--- config.mk ---
export PLATFORM = sky130hd
export DESIGN_NAME = tx_chain_queue
export DESIGN_NICKNAME = d
export VERILOG_FILES = /design/src/rtl/tx_chain_queue.sv
export SDC_FILE = /design/constraint.sdc
export NUM_CORES = 1
export LEC_CHECK = 0
export ABC_AREA = 1
export BUFFER_PORTS_ARGS = -buffer_cell sky130_fd_sc_hd__buf_2
export CAP_MARGIN = 10
export CORE_MARGIN = 4
export CORE_UTILIZATION = 58
export DETAILED_ROUTE_END_ITERATION = 10
export PLACE_DENSITY_LB_ADDON = 0.08
export SETUP_SLACK_MARGIN = 0.2
export SYNTH_ARGS = -nofsm -noshare
export SYNTH_HDL_FRONTEND = slang
export SYNTH_SLANG_ARGS = --single-unit
--- constraint.sdc ---
create_clock -name clk -period 3 [get_ports clk]
set_input_delay 0.45 -clock clk [delete_from_list [all_inputs] [get_ports clk]]
set_output_delay 0.45 -clock clk [all_outputs]
set_load 0.01 [all_outputs]
--- src/rtl/tx_chain_queue.sv ---
module tx_chain_queue #(
  parameter int PAGE_W     = 8,
  parameter int GAP_CYCLES = 50
) (
  input  logic              clk,
  input  logic              rst_n,
  input  logic              cmd_valid,
  input  logic [1:0]        cmd_op,
  input  logic [PAGE_W-1:0] cmd_page,
  input  logic              token_in,
  input  logic              tx_done,
  input  logic              tx_ack,
  input  logic              irq_mask,
  output logic              tx_launch,
  output logic [PAGE_W-1:0] tx_page,
  output logic              tx_avail,
  output logic              done_flag,
  output logic              ack_flag,
  output logic              irq,
  output logic              overflow
);

  localparam int GW = $clog2(GAP_CYCLES + 1);

  logic [1:0]        qv, qv_n;
  logic [PAGE_W-1:0] qp0, qp1, qp0_n, qp1_n;
  logic              busy, busy_n;
  logic [1:0]        rv, ra, rv_n, ra_n;
  logic [GW-1:0]     gap;
  logic              ovf_q, ovf_n;

  wire en_cmd  = cmd_valid && (cmd_op == 2'b01);
  wire clr_cmd = cmd_valid && (cmd_op == 2'b10);
  wire dis_cmd = cmd_valid && (cmd_op == 2'b11);
  wire fin     = tx_done && busy;

  assign tx_launch = token_in && qv[0] && !busy && !rv[1];
  assign tx_page   = qp0;
  assign tx_avail  = !qv[0] && !qv[1] && !busy;
  assign done_flag = rv[0];
  assign ack_flag  = rv[0] && ra[0];
  assign irq       = rv[0] && irq_mask && (gap == '0);
  assign overflow  = ovf_q;

  always_comb begin
    qv_n   = qv;
    qp0_n  = qp0;
    qp1_n  = qp1;
    busy_n = busy || tx_launch;
    ovf_n  = ovf_q;

    if (fin) begin
      qv_n   = {1'b0, qv_n[1]};
      qp0_n  = qp1_n;
      busy_n = 1'b0;
    end

    if (dis_cmd && qv_n[0]) begin
      if (!fin) busy_n = 1'b0;
      qv_n  = {1'b0, qv_n[1]};
      qp0_n = qp1_n;
    end

    if (en_cmd) begin
      if (!qv_n[0]) begin
        qv_n[0] = 1'b1;
        qp0_n   = cmd_page;
      end else if (!qv_n[1]) begin
        qv_n[1] = 1'b1;
        qp1_n   = cmd_page;
      end else begin
        ovf_n = 1'b1;
      end
    end
  end

  always_comb begin
    rv_n = rv;
    ra_n = ra;
    if (clr_cmd) begin
      rv_n = {1'b0, rv[1]};
      ra_n = {1'b0, ra[1]};
    end
    if (fin) begin
      if (!rv_n[0]) begin
        rv_n[0] = 1'b1;
        ra_n[0] = tx_ack;
      end else begin
        rv_n[1] = 1'b1;
        ra_n[1] = tx_ack;
      end
    end
  end

  always_ff @(posedge clk) begin
    if (!rst_n) begin
      qv    <= '0;
      qp0   <= '0;
      qp1   <= '0;
      busy  <= 1'b0;
      rv    <= '0;
      ra    <= '0;
      gap   <= '0;
      ovf_q <= 1'b0;
    end else begin
      qv    <= qv_n;
      qp0   <= qp0_n;
      qp1   <= qp1_n;
      busy  <= busy_n;
      rv    <= rv_n;
      ra    <= ra_n;
      ovf_q <= ovf_n;
      if (clr_cmd)          gap <= GW'(GAP_CYCLES);
      else if (gap != '0)   gap <= gap - 1'b1;
    end
  end

endmodule

## Word-level counts from Yosys, hierarchy flattened

Index checks and enable logic that the tools add are counted.

- Output and inout bits: 14
- Input port bits: 17
- Bits in registers: 30

- Reductions and logical operators: 24
- Bitwise gates (word level): 2
- Equal/unequal tests: 3
- Multiplexer cells: 20
- $add $sub $neg: 1

Operators by type and width:

| cell | count |
|---|---|
| $mux 8 | 4 |
| $mux 2 | 7 |
| $logic_and 1x1->1 | 13 |
| $mux 6 | 2 |
| $mux 1 | 7 |
| $logic_not 6->1 | 1 |
| $reduce_and 3->1 | 2 |
| $reduce_bool 6->1 | 1 |
| $sub 6x1->6 const B | 1 |
| $eq 2x2->1 const B | 2 |
| $logic_not 1->1 | 4 |
| $eq 2x1->1 const B | 1 |
| $not 1->1 | 2 |
| $reduce_bool 2->1 | 1 |
| $reduce_or 2->1 | 1 |
| $logic_or 1x1->1 | 1 |

## Longest topological paths before layout

Gate-level depths: netlist (run 1).

- Depth in word-level cells: 7
- Mapped depth: 9
- Gate-level depth less buffers: 9

## Worst setup path before layout (run 1)

Ideal clock, no wire load.

- Path type: register -> output
- Start: register gap[0]
- End: output port irq
- Arrival: 987 ps
- Data required time: 2550 ps
- Path slack: 1563 ps
- Cell stages (with the launch flop): 7
- Buffers on the path: 0
- Cell sequence: dfxtp_1 -> inv_1 -> ha_1 -> nand2_1 -> inv_1 -> nand2_1 -> nor2_1

- Word-level cells in the longest chain between the ends: 2

Ends and longest elaborated chain:

| what | line | RTL |
|---|---|---|
| start, declared | 29 | `logic [GW-1:0] gap;` |
| start signal, assigned | 113 | `if (clr_cmd) gap <= GW'(GAP_CYCLES);` |
| start signal, assigned | 114 | `else if (gap != '0) gap <= gap - 1'b1;` |
| $logic_not 6->1 | 42 | `assign irq = rv[0] && irq_mask && (gap == '0);` |
| $logic_and 1x1->1 | 42 |  |
| end, declared | 19 | `output logic irq,` |

Every way passes these cells.

## Worst setup path in the final report (run 1)

Same ends and word-level chain as after synthesis.

==> impl.org, run 1 <==
** Outcome
- Status :: finished, final reports clean

** STA
- Worst clock skew :: 2.231 ps
- Number of hold violations in the final report :: 0
- Max-slew headroom :: between 70% and 80%
- Derived from the worst setup path, the maximum achievable clock frequency is around 0.50 GHz.
- Transition time of the tightest slew-check pin :: 349.6 ps
- Setup slack of the critical path after layout :: 1014 ps
- Dividing the final minimum period by the clock period gives between 60 and 70%.
- Pins Over Slew Limit :: 0
- Setup repair after global routing left no endpoint under its margin.
- On the final layout, the worst hold slack is 346.0 ps.
- Setup violations, final :: 0
- For the finished layout, the period the worst path requires is 1986 ps.
- Total negative slack :: 0 ps

** Yosys
- Leading post-synthesis cells by instance count :: 65 x nand2_1, 42 x nor2_1, 30 x dfxtp_1
- The synthesized netlist devotes 7.828% of its cell area to compound gates.
- Basic-gate share of the synthesized area counting and, or, nand and nor cells :: 43.51%
- During synthesis, Yosys emitted a total of 0 warnings.
- Of the total synthesized cell area, the portion taken by XOR and XNOR cells is 1.074%.
- Number of cells produced by synthesis :: 243
- Adder and majority cell fraction of the synthesized area :: 0.7675%
- Synth area leaders :: dfxtp_1 37%, nand2_1 15%, nor2_1 9.7%
- After synthesis, the mean cell area works out to 6.709 sq um.
- Number of distinct library cells after synthesis :: 25
- Among all flip-flop cells after synthesis, the most frequent one is dfxtp_1.
- The cell area that synthesis handed to floorplanning was 1630 sq um.
- Most area-hungry cell type in the Yosys netlist :: dfxtp_1
- Area share of the largest cell type after synthesis :: 36.84%
- In this run, synthesis produced a sequential element count of 30.
- In the synthesized netlist the async set-or-reset flop fraction comes to 0%.
- Proportion of synthesized area in mux cells :: 0%
- Most instantiated library cell after synthesis :: nand2_1
- Sequential cells were found to cover a little under two fifths of the synthesized design area.
- The number of nets handed over by synthesis was 261.
- Yosys mapped a number of flops with a built-in enable equal to 0.
- After synthesis, the largest family of logic cells by area is simple AND/OR/NAND/NOR gates.

** Setup path
- Required time at the worst-slack endpoint :: 2550 ps
- The critical path is of the register to output pin type.
- STA classifies the critical path endpoint as an output pin.
- The worst setup path is launched from a register.
- Maximum fanout count along the critical path :: 6
- The slowest stage of the critical path belongs to the cell dfxtp_1.
- Worst path cell trace :: inv_1, ha_1, nand2_1, inv_1, nand2_1, nor2_1, buf_2
- Counting cells, the worst reg-to-reg path comes to 7.
- Data on the critical path arrives at its endpoint at 1540 ps.
- Peak per-stage delay on the critical path :: 330 ps

** Place
- After detailed placement, the design holds a cell count of approximately 300.
- Final HPWL from detailed placement :: 2.514 mm
- Before CTS, the worst setup slack after placement is 1335 ps.
- Post-Place Cell Area :: 1775 sq um
- Global placer's final weighted congestion :: 0.8383
- During placement, the flow inserted port buffers numbering 30.

** Final layout
- In the final layout, flip-flops and latches occupy 600.6 sq um.
- Nets :: 293
- Fraction of final layout cells sized beyond drive strength 1 :: 17.82%
- Relative to the synthesized area, the layout overhead comes to 11.67%.
- Filler Cell Count :: approximately 250
- Antenna Diode Count :: 0
- Area of combinational cells with multiple inputs :: 867.1 sq um
- Cells fill 70.91% of the core in the end.
- After routing the design area is about 1800 sq um.
- The finished layout holds 305 standard cells, fillers aside.

** Pwr
- Power, Total :: between 1 and 1.5 mW
- Power per unit of standard cell area :: 554.8 nW/um^2
- Maximum ir drop on the vdd rail :: ~0.50 mV
- The analysis attributes to cell leakage a power of 0.9473 nW.

** Floorplan
- The region available for standard cell placement spans 2567 sq um.
- Total Die Area :: 3723 sq um
- Row generation in the floorplan step produced 18 rows.
- Initial Utilization :: ~63%
- Horiz. Die Dim :: 61.02 microns
- Die Y-Extent :: 61.02 microns
- Top Ports :: 31

** Route
- Routed WL per cell :: about 12 microns
- The count of nets left with antenna violations once routing finished came out at 0.
- After detailed routing, the total wire length is 3.562 mm.
- For this run, design rule violations remaining after detail routing come to 0.
- The routed layout has 1523 vias.
- Number of iterations in the first detailed-routing pass :: 4
- Via/cell ratio :: between 4 and 5
- In this run, the number of DRC markers left after iteration 0 of detailed routing was 84.

** Global routing
- After global routing the overflow that remains totals 0.
- Global-route wire length before repair :: 5.940 mm
- Entering global routing, the biggest net connects 21 pins.
- The initial antenna violation count is 0.
- The number of global-route vias before repair is 1359.
- For this run, the total global-route usage over all layers was measured as a little over a fifth.

** Clock tree
- CTS placed an instance of clkbuf_4 at the clock tree root.
- Clock Tree Buf Depth :: 2
- H-tree depth :: 2
- Number of hold-repair buffers added at the cts stage :: 0
- The clock reaches the later pin of the worst-skew pair after around 330 ps.
- Gates resized, CTS repair :: 0
- Clock transition time at the flip-flop clock pins of the worst setup and hold paths :: approximately 90 ps
- Number of buffers added by the clock tree synthesis step :: 5
- CTS saw 30 sinks.
- Post-CTS timing repair inserted 0 buffers for setup.
- TritonCTS built the clock tree.

** Run
- Across the run, the number of max-cap violations was 0.

** Worst hold path
- The worst hold path was traced through 3 stages.
- Path category of the worst min-delay check :: input pin to register
state kept, by name (all words and copies together) (netlist names):
signal,count
qp1,8
tx_page,8
gap,6
qv,2
ra,2
rv,2
busy,1
overflow,1
logic make-up (layout without fill, tap and decap cells):
logic type	count (synthesis)	count (layout)
compound gates	23	23
xor+xnor	2	2
fa+ha+maj	1	1
buf+inv	37	69
flops	30	30
simple gates	150	150
report_power, final:
part	internal, mW	leakage [nW]	switching [mW]
Clock	0.0882	0.0254	0.136
Combinational	0.120	0.677	0.182
Sequential	0.446	0.244	0.0377
placed cells by master (no fill, tap or decap), drive strengths merged, types with 2 or more instances in the layout:
| cell | synthesis | layout |
|---|---|---|
| nand4 | 5 | 5 |
| a21oi | 8 | 8 |
| buf | 4 | 30 |
| nand3b | 8 | 8 |
| clkbuf | 1 | 7 |
| o21ai | 14 | 14 |
| dfxtp | 30 | 30 |
| nor2 | 44 | 44 |
| inv | 31 | 31 |
| nor3 | 2 | 2 |
| nand2 | 73 | 73 |
| nand3 | 18 | 18 |
| xnor2 | 2 | 2 |
worst max-delay path: cells and delay by family, from the launching register on:
family,cells,cell delay (ps)
adders and majority gates,1,210
buffers and inverters,3,350
DFF,1,330
and+or+nand+nor,3,330
layer usage:
layer  GRT usage, %  up-vias  routed length [microns]
met5              0        -                        0
met4          8.669        0                       62
met3          7.757        8                      179
met2          31.91       36                     1564
met1          29.84      655                     1755
li1               -      824                        -
area by class of cell:
cell class,count,area share (%)
Timing Repair Buffer,30,8.247
Tap cell,30,2.062
Inverter,32,6.598
Sequential cell,30,32.99
Multi-Input combinational cell,176,47.63
Clock buffer,7,2.474
worst paths after layout:
kind | slack, ps | endpoint | from
worst max-delay path | 1010 | irq | gap[0]$_SDFFE_PP0N_
worst min-delay path | 350 | qp1[0]$_SDFFE_PN0P_ | cmd_page[0]
worst max register to register | 1550 | qp1[6]$_SDFFE_PN0P_ | busy$_SDFF_PN0_
worst min register to register | 460 | gap[0]$_SDFFE_PP0N_ | gap[0]$_SDFFE_PP0N_
(Power assumes the default switching activity.)
==> inputs of run 2 (changes only) <==
--- a/config.mk
+++ b/config.mk
@@ -9,7 +9,7 @@
 export BUFFER_PORTS_ARGS = -buffer_cell sky130_fd_sc_hd__buf_2
 export CAP_MARGIN = 10
 export CORE_MARGIN = 4
-export CORE_UTILIZATION = 58
+export CORE_UTILIZATION = 49
 export DETAILED_ROUTE_END_ITERATION = 10
 export PLACE_DENSITY_LB_ADDON = 0.08
 export SETUP_SLACK_MARGIN = 0.2
==> constraint.sdc (replaced) <==
create_clock -name clk -period 1.8 [get_ports clk]
set_input_delay 0.27 -clock clk [delete_from_list [all_inputs] [get_ports clk]]
set_output_delay 0.27 -clock clk [all_outputs]
set_load 0.01 [all_outputs]
==> run 2 against run 1 <==
Against the previous run:
- global-route usage shrank 3.4 points
- non-clock buffer count rose by 4
- highest routed layer unchanged
- sequential share of layout area down 1.3 points
- register-to-register slack worse by 1200 ps
- critical path depth did not move
- first-iteration DRC count down 7.1%
- count of clock-buffer cells in the layout unchanged
- die area grew 16%
- utilization shrank 10 points
- sequential power is 69% higher
==> impl.org, run 2 (same netlist as run 1, synthesis figures left out) <==
** Place
- The post-placement cell area was 1815 sq um (was 1775 sq um).
- The number of placed instances, taps included came to 315 (was 298).
- The post-DP HPWL was 2.517 mm (was 2.514 mm).
- Global placer's final weighted congestion :: 0.8219 (was 0.8383)
- The count of buffers from port buffering was 30 (unchanged).

** Worst hold path
- The type of the tightest min-delay check was input pin to register (unchanged).
- The worst hold endpoint is qp1[0]$_SDFFE_PN0P_ (unchanged).
- The hold path startpoint was cmd_page[0] (unchanged).
- The worst hold path stage count was 3 (unchanged).

** Global routing
- Pin count of the biggest net entering global routing :: 20 (was 21)
- The number of global-route vias before repair is 1352 (was 1359).
- Aggregate global routing overflow :: 0 (unchanged)
- Overall routing resource usage :: 18.52% (was 21.97%)
- The initial antenna violation count came to 0 (unchanged).
- The first-pass GRT wire length came to 6.058 mm (was 5.940 mm).

** Route
- The overall routed net length is 3.538 mm (was 3.562 mm).
- The total iterations of the first detailed-routing run came to 4 (unchanged).
- Via/cell ratio :: 4.738 (was 4.993)
- The met2 layer wire length in the routed design is 1.508 mm (was 1.564 mm).
- Routed WL per cell :: 10.92 microns (was 11.68 microns)
- Vias post-DR :: 1535 (was 1523)
- Detailed router's first-iteration violation count :: 78 (was 84)
- The top layer used by detailed routing is met4 (unchanged).
- DRC violations left :: 0 (unchanged)
- Count of nets left with antenna violations after detail routing :: 0 (unchanged)
- The met3 wire length was 175 microns (was 179 microns).
- The met1 layer wirelength in the final routing came to 1.785 mm (was 1.755 mm).

** Clock tree
- Clock transition time at the flip-flop clock pins of the worst setup and hold paths :: 100 ps (was 90 ps)
- The root cell of the clock tree was clkbuf_4 (unchanged).
- The TritonCTS clock tree is done (unchanged).
- The count of hold-fix buffers inserted at cts is 0 (unchanged).
- Number of buffers added by the clock tree synthesis step :: 5 (unchanged)
- The number of clock sinks was 30 (unchanged).
- Clock Tree Buf Depth :: 2 (unchanged)
- H-tree depth :: 2 (unchanged)
- The clock latency at the later pin of the worst-skew pair came to 340 ps (was 330 ps).

** STA
- The relative max-transition margin was 81.28% (was 76.70%).
- The final setup TNS came to 0 ps (unchanged).
- The worst path needs 1557 ps of the cycle, external delays included.
- Number of hold violations in the final report :: 0 (unchanged)
- Pins Over Slew Limit :: 0 (unchanged)
- The worst clock skew was 5.816 ps (was 2.231 ps).
- Transition time of the tightest slew-check pin :: 280.0 ps (was 349.6 ps)
- Setup violations, final :: 0 (unchanged)
- Unrepaired setup endpoints after global routing :: true (was false)
- Static timing analysis puts the maximum clock frequency at 0.6424 GHz.
- After layout, the worst path uses 86.48% of the clock period.

** Pwr
- Power per unit of standard cell area :: 962.2 nW/um^2 (was 554.8 nW/um^2)
- Maximum ir drop on the vdd rail :: 0.5269 mV (was 0.4995 mV)
- Leak pwr :: 0.9768 nW (was 0.9473 nW)
- The sum of internal, switching and leakage power came to 1.834 mW (was 1.010 mW).

** Final layout
- Nets :: 297 (was 293)
- The final instance count without filler cells is 324 (was 305).
- The share of post-route cells with drive strength above 1 was 22.50% (was 17.82%).
- The fraction of the core area covered by cells at the end of the flow is 60.92% (was 70.91%).
- The number of antenna diodes came to 0 (unchanged).
- The synthesis-to-finish area growth came to 16.88% (was 11.67%).
- Commonest cells after routing, fill and taps aside :: 63 x nand2_1, 42 x nor2_1, 30 x buf_2 (was 65 x nand2_1, 42 x nor2_1, 30 x dfxtp_1, 30 x buf_2, 29 x inv_1)
- Most common library cell in the layout ignoring fill and taps :: nand2_1 (unchanged)
- The area of all placed cells without fillers was 1906 sq um (was 1821 sq um).

** Setup path
- The critical path capture point type is an output pin (unchanged).
- The startpoint of the most critical register-to-register path was busy$_SDFF_PN0_ (unchanged).
- Worst path cell trace: inv_2, ha_4, nand2_2, inv_2, nand2_2, nor2_1, buf_2 (was inv_1, ha_1, nand2_1, inv_1, nand2_1, nor2_1, buf_2).
- Logic depth of the worst register-to-register path :: 7 (unchanged)
- The delay contributed by the slowest stage of the critical path was 350 ps (was 330 ps).
- The buffers plus inverters on the worst setup path was 3 (unchanged).
- CP delay by family, top :: flip-flops (was buffers and inverters)
- Critical Setup Path Class :: register to output pin (unchanged)
- Type of origin of the critical path :: register (unchanged)
- Arrival time of the worst setup path :: 1290 ps (was 1540 ps)
- The worst setup slack for register-to-register paths came to 380 ps (was 1550 ps).
- The required time at the endpoint of the critical path is 1530 ps (was 2550 ps).
- The critical register-to-register path endpoint was qp1[2]$_SDFFE_PN0P_ (was qp1[6]$_SDFFE_PN0P_).
- The worst-path cell with the longest stage delay is dfxtp_2 (was dfxtp_1).
- The worst-path maximum fanout was 4 (was 6).

** Floorplan
- The total number of placement rows was 20 (was 18).
- The initial core utilization came to 52.12% (was 63.50%).
- The vertical extent of the die is 65.68 microns (was 61.02 microns).
- The die extent in x was 65.68 microns (was 61.02 microns).
- The number of I/O pins was 31 (unchanged).
- The area inside the core boundary was 3128 sq um (was 2567 sq um).
- Total Die Area :: 4314 sq um (was 3723 sq um)

** Run
- The number of max-capacitance violations reported was 0 (unchanged).

** Outcome
- Status: finished, final reports clean (unchanged).
run 2: routing by layer:
layer	vias to the layer above	track usage, %
met4	0	9.326
li1	836	-
met1	662	24.42
met3	8	4.786
met5	-	0
met2	29	27.66
run 2: stage by stage:
step                      hold WS (ps)  setup slack (ps)
after floorplan                  404.9             543.0
after global placement           431.9             381.9
after detailed placement         441.7             344.8
after CTS                        155.6             217.3
after global routing             152.5             139.4
final                            159.3             243.3
run 2: worst max path at each step:
stage	from	endpoint	slack, ps	cells past startpoint
after floorplan	gap[0]$_SDFFE_PP0N_	irq	540	6
after global placement	tx_done	qp1[0]$_SDFFE_PN0P_	380	7
after detailed placement	tx_done	qp1[2]$_SDFFE_PN0P_	340	8
after CTS	gap[0]$_SDFFE_PP0N_	irq	220	7
after global routing	gap[1]$_SDFFE_PN0P_	irq	140	7
final	gap[1]$_SDFFE_PN0P_	irq	240	7
run 2: power breakdown:
| group | leakage (nW) | switching (mW) | internal [mW] |
|---|---|---|---|
| sequential | 0.245 | 0.0692 | 0.748 |
| combinational | 0.697 | 0.334 | 0.257 |
| clock | 0.0353 | 0.237 | 0.189 |
run 2: timing repair:
action | in CTS | in global routing
gates cloned | 0 | 0
pin swaps | 0 | 2
buffers inserted | 1 | 0
setup endpoints to repair | 1 | 1
resized for setup | 6 | 4
run 2: cell type report:
type,instances,area [sq um]
clock buffer,7,55.05
clock inverter,1,5.005
fill,311,1222
inverter,32,122.6
multi-input combinational,176,884.6
sequential,30,603.1
tap,44,55.05
timing repair buffer,34,180.2
run 2: worst reg2reg max path, delay by kind of cell (launching register included):
kind / cells / cell delay, ps
and+or+nand+nor: 7 / 990
DFF: 1 / 360
==> inputs of run 3 (changes only) <==
--- a/config.mk
+++ b/config.mk
@@ -11,7 +11,7 @@
 export CORE_MARGIN = 4
 export CORE_UTILIZATION = 49
 export DETAILED_ROUTE_END_ITERATION = 10
-export PLACE_DENSITY_LB_ADDON = 0.08
+export PLACE_DENSITY = 0.74
 export SETUP_SLACK_MARGIN = 0.2
 export SYNTH_ARGS = -nofsm -noshare
 export SYNTH_HDL_FRONTEND = slang
==> run 3 against run 2 <==
Against the previous run:
- critical endpoint unchanged
- flip-flop and latch count is the same
- critical path depth is the same
- worst setup slack is essentially flat
- register-to-register slack gained 40 ps
- critical path type unchanged
- maximum frequency is essentially flat
- utilization grew 0.40 points
==> impl.org, run 3 (same netlist as run 1, synthesis figures left out) <==
** Outcome
- Status :: finished, final reports clean (unchanged)

** Run
- The number of max-capacitance violations reported came to 0 (unchanged).

** Worst hold path
- WHS Path Cells :: 3 (unchanged)
- The type of the tightest min-delay check is input pin to register (unchanged).
- The worst hold endpoint is qp1[3]$_SDFFE_PN0P_ (was qp1[0]$_SDFFE_PN0P_).
- The hold path startpoint was cmd_page[3] (was cmd_page[0]).

** STA
- Worst clock skew :: 6.275 ps (was 5.816 ps)
- The final number of hold-violating endpoints came to 0 (unchanged).
- Setup violations, final :: 0 (unchanged)
- Post-route worst hold slack :: 171.6 ps (was 159.3 ps)
- Final period util :: 86.51% (was 86.48%)
- The actual slew at the worst max-slew pin was 291.0 ps (was 280.0 ps).
- Final min period :: 1557 ps (about the same)
- The relative max-transition margin is 80.56% (was 81.28%).
- Maximum frequency from static timing analysis :: 0.6422 GHz (was 0.6424 GHz)
- The count of final max-slew check failures came to 0 (unchanged).
- Unrepaired setup endpoints after global routing :: true (unchanged)
- Total negative slack :: 0 ps (unchanged)

** Final layout
- Filler Cell Count :: 302 (was 311)
- Nets :: 298 (was 297)
- The share of post-route cells with drive strength above 1 came to 22.78% (was 22.50%).
- Commonest cells after routing, fill and taps aside :: 63 x nand2_1, 42 x nor2_1, 30 x buf_2 (unchanged)
- The area of all placed cells without fillers was 1918 sq um (was 1906 sq um).
- The final instance count without filler cells was 325 (was 324).
- Most common library cell in the layout ignoring fill and taps :: nand2_1 (unchanged)
- The synthesis-to-finish area growth was 17.65% (was 16.88%).
- The number of antenna diodes is 0 (unchanged).

** Floorplan
- The area inside the core boundary is 3128 sq um (unchanged).
- Top Ports :: 31 (unchanged)
- Horiz. Die Dim :: 65.68 microns (unchanged)
- The total number of placement rows came to 20 (unchanged).
- The area enclosed by the die boundary came to 4314 sq um (unchanged).
- The vertical extent of the die is 65.68 microns (unchanged).
- The initial core utilization is 52.12% (unchanged).

** Setup path
- Logic depth of the worst register-to-register path :: 7 (unchanged)
- Kind of end point of the critical path :: output pin (unchanged)
- The critical path launch point type was a register (unchanged).
- Required time at the worst-slack endpoint :: 1530 ps (about the same)
- Reg-to-reg critical path startpoint :: busy$_SDFF_PN0_ (unchanged)
- The data arrival time of the worst path is 1290 ps (about the same).
- The critical path class was register to output pin (unchanged).
- The critical register-to-register path endpoint is qp1[7]$_SDFFE_PN0P_ (was qp1[2]$_SDFFE_PN0P_).
- Maximum fanout count along the critical path :: 5 (was 4)
- Reg2reg setup slack :: 420 ps (was 380 ps)

** Route
- Via/cell ratio :: 4.825 (was 4.738)
- The number of remaining DRC errors was 0 (unchanged).
- Total length of routed wires :: 3.518 mm (was 3.538 mm)
- The DRC marker count from the first detailed-route iteration was 62 (was 78).
- The total iterations of the first detailed-routing run is 4 (unchanged).
- The overall via count from detail_route came to 1568 (was 1535).
- The routed length per placed instance was 10.82 microns (was 10.92 microns).
- The number of nets still failing antenna checks after routing is 0 (unchanged).

** Global routing
- Global-route wire length before repair :: 6.051 mm (was 6.058 mm)
- Aggregate global routing overflow :: 0 (unchanged)
- The number of global-route vias before repair was 1377 (was 1352).
- Overall routing resource usage :: 18.01% (was 18.52%)
- The pin count of the biggest net entering global routing came to 20 (unchanged).
- The initial antenna violation count is 0 (unchanged).

** Pwr
- Maximum ir drop on the vdd rail :: 0.5129 mV (was 0.5269 mV)
- Leak pwr :: 0.9852 nW (was 0.9768 nW)
- The total power divided by cell area came to 989.3 nW/um^2 (was 962.2 nW/um^2).

** Clock tree
- H-tree depth :: 2 (unchanged)
- Number of clock sinks :: 30 (unchanged)
- Worst skew pair latency :: 330 ps (was 340 ps)
- The root cell of the clock tree was clkbuf_4 (unchanged).
- Clock Tree Buf Depth :: 2 (unchanged)
- Clock transition time at the flip-flop clock pins of the worst setup and hold paths :: 100 ps (about the same)
- Number of hold-repair buffers added at the cts stage :: 0 (unchanged)
- Number of buffers added by the clock tree synthesis step :: 5 (unchanged)
- TritonCTS clock tree :: done (unchanged)

** Place
- The placer congestion estimate is 0.8366 (was 0.8219).
- Cell total after placement :: 313 (was 315)
- The post-DP HPWL is 2.463 mm (was 2.517 mm).
- The post-placement cell area came to 1800 sq um (was 1815 sq um).
- The count of buffers from port buffering was 30 (unchanged).
==> run 3: critical path, cell delays in order, from the launching register on <==
cell and delay, ps:
dfxtp_2 350, inv_4 70, ha_4 130, nand2_2 50, inv_2 70, nand2_4 60, nor2_1 100, buf_2 130
==> run 3: per-layer routing <==
| layer | vias up | global-route usage (%) | part of all wire, % |
|---|---|---|---|
| met2 | 35 | 27.91 | 45 |
| li1 | 839 | - | - |
| met5 | - | 0 | 0 |
| met4 | 0 | 6.736 | 1.3 |
| met1 | 687 | 23.97 | 49 |
| met3 | 7 | 4.444 | 4.5 |
==> run 3: metrics by stage <==
stage	setup WS (ps)	total power, mW	util (%)
3_5_place_dp	377.1	1.310	57.56
2_1_floorplan	543.0	1.203	-
4_1_cts	219.4	1.811	60.40
6_report	242.9	1.898	61.32
3_3_place_gp	402.8	1.306	57.56
5_1_grt	182.6	2.046	61.32
==> run 3: power breakdown <==
part | switching, mW | leakage (nW) | internal [mW]
registers | 0.0683 | 0.245 | 0.748
logic | 0.356 | 0.705 | 0.307
clock network | 0.229 | 0.0353 | 0.189
total | 0.654 | 0.985 | 1.24
==> run 3: final cells by class <==
cell class                 count  area [sq um]  share of cell area (%)
timing repair buffer          35         187.7                   9.785
tap                           44         55.05                   2.870
inverter                      32         122.6                   6.393
clock inverter                 1         5.005                  0.2609
sequential                    30         603.1                   31.44
multi-input combinational    176         889.6                   46.38
clock buffer                   7         55.05                   2.870
==> run 3: repair_timing <==
action / in CTS / in global routing
resized for setup: 7 / 4
endpoints found under the setup margin: 1 / 1
setup buffers: 1 / 3
pin swaps: 0 / 2
==> run 3: worst max path at each step <==
stage | startpoint | to | depth (start not counted) | slack (ps)
after detailed placement | tx_done | qp1[6]$_SDFFE_PN0P_ | 8 | 380
after global placement | tx_done | qp1[0]$_SDFFE_PN0P_ | 7 | 400
after CTS | gap[0]$_SDFFE_PP0N_ | irq | 7 | 220
final | gap[0]$_SDFFE_PP0N_ | irq | 7 | 240
after global routing | gap[0]$_SDFFE_PP0N_ | irq | 7 | 180
after floorplan | gap[0]$_SDFFE_PP0N_ | irq | 6 | 540
